## config.mk

```make
export PLATFORM = sky130hd
export DESIGN_NAME = a429_tx
export DESIGN_NICKNAME = d
export VERILOG_FILES = /design/src/rtl/a429_tx.sv
export SDC_FILE = /design/constraint.sdc
export NUM_CORES = 1
export LEC_CHECK = 0
export BUFFER_PORTS_ARGS = -buffer_cell sky130_fd_sc_hd__buf_2
export CAP_MARGIN = 25
export CORE_MARGIN = 8
export CORE_UTILIZATION = 30
export DETAILED_ROUTE_END_ITERATION = 10
export GPL_ROUTABILITY_DRIVEN = 0
export GPL_TIMING_DRIVEN = 0
export HOLD_SLACK_MARGIN = 0.1
export SETUP_SLACK_MARGIN = 0.15
export SKIP_LAST_GASP = 1
export SLEW_MARGIN = 5
export SYNTH_ARGS = -nofsm -noshare
export SYNTH_HDL_FRONTEND = slang
export SYNTH_SLANG_ARGS = --single-unit
```

## constraint.sdc

```tcl
create_clock -name clk -period 5.5 [get_ports clk]
set_input_delay 1.65 -clock clk [delete_from_list [all_inputs] [get_ports clk]]
set_output_delay 1.65 -clock clk [all_outputs]
set_load 0.05 [all_outputs]
```

## src/rtl/a429_tx.sv

```systemverilog
module a429_tx #(
  parameter int DEPTH     = 8,
  parameter int DIV_FAST  = 10,
  parameter int DIV_SLOW  = 80,
  parameter int GAP_CELLS = 4
) (
  input  logic        clk,
  input  logic        rst_n,
  input  logic        wr_en,
  input  logic        wr_hi,
  input  logic [15:0] wr_data,
  input  logic        rate_sel,
  input  logic        par_en,
  input  logic        tx_en,
  output logic        fifo_full,
  output logic        fifo_empty,
  output logic        line_hi,
  output logic        line_lo
);
  localparam int AW = $clog2(DEPTH);
  localparam int CW = $clog2(DIV_SLOW);

  typedef enum logic [1:0] {IDLE, SEND, GAP} st_t;

  logic [15:0]   lo_q;
  logic [31:0]   mem [DEPTH];
  logic [AW-1:0] wp, rp;
  logic [AW:0]   cnt;
  st_t           st;
  logic [CW-1:0] tcnt;
  logic [4:0]    bcnt;
  logic [31:0]   sh;
  logic [31:0]   word, fixed, ld;

  wire push = wr_en && wr_hi && !fifo_full;
  wire idle = (st == IDLE);
  wire [CW-1:0] div_m1 = rate_sel ? CW'(DIV_SLOW - 1) : CW'(DIV_FAST - 1);
  wire [CW-1:0] half   = rate_sel ? CW'(DIV_SLOW / 2) : CW'(DIV_FAST / 2);
  wire cell_end = (tcnt >= div_m1);
  wire gap_done = (st == GAP) && cell_end && (bcnt == 5'(GAP_CELLS - 1));
  wire pop = tx_en && !fifo_empty && (idle || gap_done);

  assign fifo_full  = (cnt == (AW+1)'(DEPTH));
  assign fifo_empty = (cnt == '0);

  wire drive = (st == SEND) && (tcnt < half);
  assign line_hi = drive && sh[0];
  assign line_lo = drive && !sh[0];

  assign word  = mem[rp];
  assign fixed = par_en ? {~^word[30:0], word[30:0]} : word;

  always_comb begin
    ld = fixed;
    for (int i = 0; i < 8; i++) ld[i] = fixed[7-i];
  end

  always_ff @(posedge clk) begin
    if (wr_en && !wr_hi) lo_q <= wr_data;
    if (push) mem[wp] <= {wr_data, lo_q};
  end

  always_ff @(posedge clk) begin
    if (!rst_n) begin
      wp  <= '0;
      rp  <= '0;
      cnt <= '0;
    end else begin
      if (push) wp <= (wp == AW'(DEPTH - 1)) ? '0 : wp + 1'b1;
      if (pop)  rp <= (rp == AW'(DEPTH - 1)) ? '0 : rp + 1'b1;
      if (push && !pop)      cnt <= cnt + 1'b1;
      else if (pop && !push) cnt <= cnt - 1'b1;
    end
  end

  always_ff @(posedge clk) begin
    if (!rst_n) begin
      st   <= IDLE;
      tcnt <= '0;
      bcnt <= '0;
      sh   <= '0;
    end else if (pop) begin
      st   <= SEND;
      tcnt <= '0;
      bcnt <= '0;
      sh   <= ld;
    end else begin
      case (st)
        SEND: if (cell_end) begin
          tcnt <= '0;
          sh   <= sh >> 1;
          if (bcnt == 5'd31) begin
            st   <= GAP;
            bcnt <= '0;
          end else bcnt <= bcnt + 1'b1;
        end else tcnt <= tcnt + 1'b1;
        GAP: if (cell_end) begin
          tcnt <= '0;
          if (gap_done) begin
            st   <= IDLE;
            bcnt <= '0;
          end else bcnt <= bcnt + 1'b1;
        end else tcnt <= tcnt + 1'b1;
        default: ;
      endcase
    end
  end
endmodule

```

==> summary.md <==
| Metric | Value |
|---|---|
| Initial antenna violation count | `2` |
| Post-synth EDFFs | `approximately 270` |
| Clock Sinks | `331` |
| Placed Instances | `1,579` |
| RSZ-0062 raised after global routing | `no` |
| DP HPWL | `21.7 mm` |
| Syn Std Cell Area | `0.0140 mm²` |
| Post-Layout Inst Area | `0.0163 mm²` |
| CP Cell Sequence | `buf_2 > inv_1 > ha_1 > a21o_1 > a21o_1 > a211o_1 > a21oi_2 > nor2_1 > o211a_1 > clkbuf_2 > inv_2 > clkbuf_4 > ha_1 > inv_1 > ha_1 > a21o_1 > a21oi_1 > xnor2_1 > or3_1 > a21boi_0` |
| Per-cell routed wire length | `19.2 µm` |
| Synth Flop Type | `edfxtp_1` |
| Final setup vio count | `0` |
| Num CTS Buffers | `36` |
| Die ar. | `0.0537 mm²` |
| WL final | `31.5 mm` |
| Min-Delay Path Class | `flop to flop` |
| Die height | `232 µm` |
| Kind of critical path | `input pin to flop` |
| Max VDD drop | `0.000247 V` |
| Clk_skew | `17.8 ps` |
| 1st-iter DRT viols | `~670` |
| Layout cells sized above 1 | `around 17%` |
| Synth Warn # | `0` |
| Drt first pass iters | `5` |
| Synth Net Count | `966` |
| Delay-heaviest family, CP | `compound AO/OA/AOI/OAI gates` |
| Post-synth cell types | `56` |
| Leak | `5.52 nW` |
| Total chip power | `0.00719 W` |
| Post-DP Area | `0.0152 mm²` |
| Crit path time final | `5010 ps` |
| Crit Path Max Fanout | `10` |
| CP required | `5930 ps` |
| Area Overhead vs Synth | `16.9%` |
| Rows | `79` |
| Mapped Cells | `923` |
| Routed Antenna Nets | `0` |
| F_max | `200 MHz` |
| CP endpoint kind | `flop` |
| Worst Path Arrival | `between 5000 and 6000 ps` |
| GR Overflow Total | `0` |
| Fin nets | `1,053` |
| Count of input and output buffers | `25` |
| Routed vias/inst | `4.91` |
| Max cap viols | `0` |
| DRC errors left | `0` |
| Critical path's slowest cell | `a211o_1` |
| Register bit total from synthesis | `331` |
| Worst Setup EP | `cnt[3]` |
| Asr flop ratio synth | `0%` |
| Syn avg cell area | `15.1 µm²` |
| Cell taking the most area after synthesis | `edfxtp_1` |
| Worst Reg-to-Reg Cells | `18` |
| Most instantiated cells after synthesis | `edfxtp_1 (272), nand2_1 (98), nand3_1 (73)` |
| Die extent in x | `232 µm` |
| Final Hold Fails | `0` |
| Critical register-to-register path startpoint | `tcnt[1]` |
| Reg2reg setup slack | `1460 ps` |
| Synth top area cells | `edfxtp_1 (58%), dfxtp_1 (8.5%), mux4_2 (4.0%), mux2i_1 (3.7%), mux4_1 (2.8%)` |
| Seq/Total Area, Yosys | `approximately 67%` |
| WP depth | `20` |
| Worst Tran Pin Value | `816 ps` |
| CP max stage delay | `320 ps` |
| Final Non-Filler Cells | `1,642` |
| Critical path buffers and inverters | `6` |
| CTS max path bufs | `3` |
| Clk Latency, worst-skew pair | `520 ps` |
| Most frequent cell after synthesis | `edfxtp_1` |
| Total track usage | `between 10 and 15%` |
| First-pass GRT wire length | `48.4 mm` |
| Largest net degree at the start of global routing | `21` |
| Initial Util | `30.2%` |
| Crit path from | `rate_sel` |
| I/O pins | `27` |
| Crit start category | `input pin` |
| Core area | `0.0463 mm²` |
| Root buf cell | `clkbuf_16` |
| Final Util | `35.3%` |
| Ant diodes | `0` |
| H-Tree Depth | `2` |
| Rel. slew slack | `between 40% and 50%` |
| CTS tree | `yes` |
| Status | `finished clean` |
| Crit share post-route | `approximately nine tenths` |
| R2r endpoint | `cnt[3]` |
| Yosys top cell area share | `58.5%` |
| Final Max Tran Viols | `0` |
| Cell area power density | `~440 mW/mm²` |
| Vias in the first global route | `~7.9k` |
| Clock Pin Slew Worst Setup and Hold Paths | `~60 ps` |
| DR vias | `8,060` |
-- per-layer routing --
metal / wire (µm) / up-vias / GRT usage (%)
met3: 1540 / 49 / 1.94
met5: 23 / - / 0
met1: 14800 / 4100 / 16.5
met4: 559 / 4 / 2.70
li1: - / 3695 / -
met2: 14600 / 212 / 18.2
-- layout make-up --
class | instances | area [µm²]
Clock buffer | 46 | 958
Fill cell | 4437 | 29900
Inverter | 13 | 48.8
Clock inverter | 17 | 143
Buffer | 50 | 335
Sequential cell | 331 | 9350
Timing Repair Buffer | 49 | 427
Tap cell | 607 | 759
Multi-Input combinational cell | 529 | 4300
-- report_power, final --
part           internal, W  total, W  switching (W)  leakage [nW]
combinational     0.000951   0.00193       0.000974          2.04
sequential         0.00289   0.00300       0.000111          2.94
clock              0.00129   0.00226       0.000970         0.535
-- placed cells by master (no fill, tap or decap), types with 15 or more instances in the layout --
cell type	synthesis	final
a21oi_1	18	17
o22ai_1	17	17
edfxtp_1	272	272
nand2_1	98	98
mux4_1	15	15
nor2_1	24	21
xnor2_1	33	33
dfxtp_1	59	59
clkbuf_16	0	36
clkbuf_1	25	32
xor2_1	17	17
mux2i_1	52	52
and3_1	33	33
buf_2	10	34
mux4_2	25	25
nand3_1	73	73
ha_1	19	19
-- stage by stage --
step / setup slack (ps) / TNS (ps) / hold slack [ps]
2_1_floorplan: 526 / 0 / 467
3_5_place_dp: -275 / -275 / 500
3_3_place_gp: -2100 / -310510 / 486
6_report: 490 / 0 / 504
4_1_cts: 253 / 0 / 508
5_1_grt: 214 / 0 / 545
-- state kept, by name (all words and copies together), names as in the netlist, named ones only --
name  count
mem     256
sh       32
lo_q     16
tcnt      7
bcnt      5
cnt       4
rp        3
wp        3
st        2
-- timing repair --
action / CTS / global route
hold buffers: 0 / 0
buffers inserted: 0 / 0
gates resized for setup: 0 / 5
endpoints found under the setup margin: 0 / 1
-- cells by family after synthesis --
| logic type | share of synthesized area (%) |
|---|---|
| AOI/OAI and AO/OA | 4.88 |
| xor gates and xnor gates | 4.01 |
| adders and majority gates | 1.85 |
| buffers and inverters | 2.72 |
| DFF | 66.9 |
| muxes | 10.6 |
| and+or+nand+nor | 9.02 |
-- worst register-to-register path, cell delays in order, from the launching register on --
cell	delay (ps)
dfxtp_1	430
ha_1	270
a21o_1	180
a21o_1	170
a211o_1	320
a21oi_2	240
nor2_1	90
o211a_1	220
clkbuf_2	190
inv_2	130
clkbuf_4	220
ha_1	220
inv_1	90
ha_1	280
a21o_1	170
a21oi_1	160
xnor2_1	80
or3_1	300
a21boi_0	190
-- worst min path at each step --
stage	startpoint	end	cells after the start
floorplan	rp[1]	flop	2
global placement	cnt[3]	cnt[3]	2
detailed placement	rp[1]	flop	2
CTS	st[0]	st[0]	2
global route	rp[1]	flop	2
finish	st[0]	st[0]	2
No activity file was read; power rests on OpenSTA's default activity.
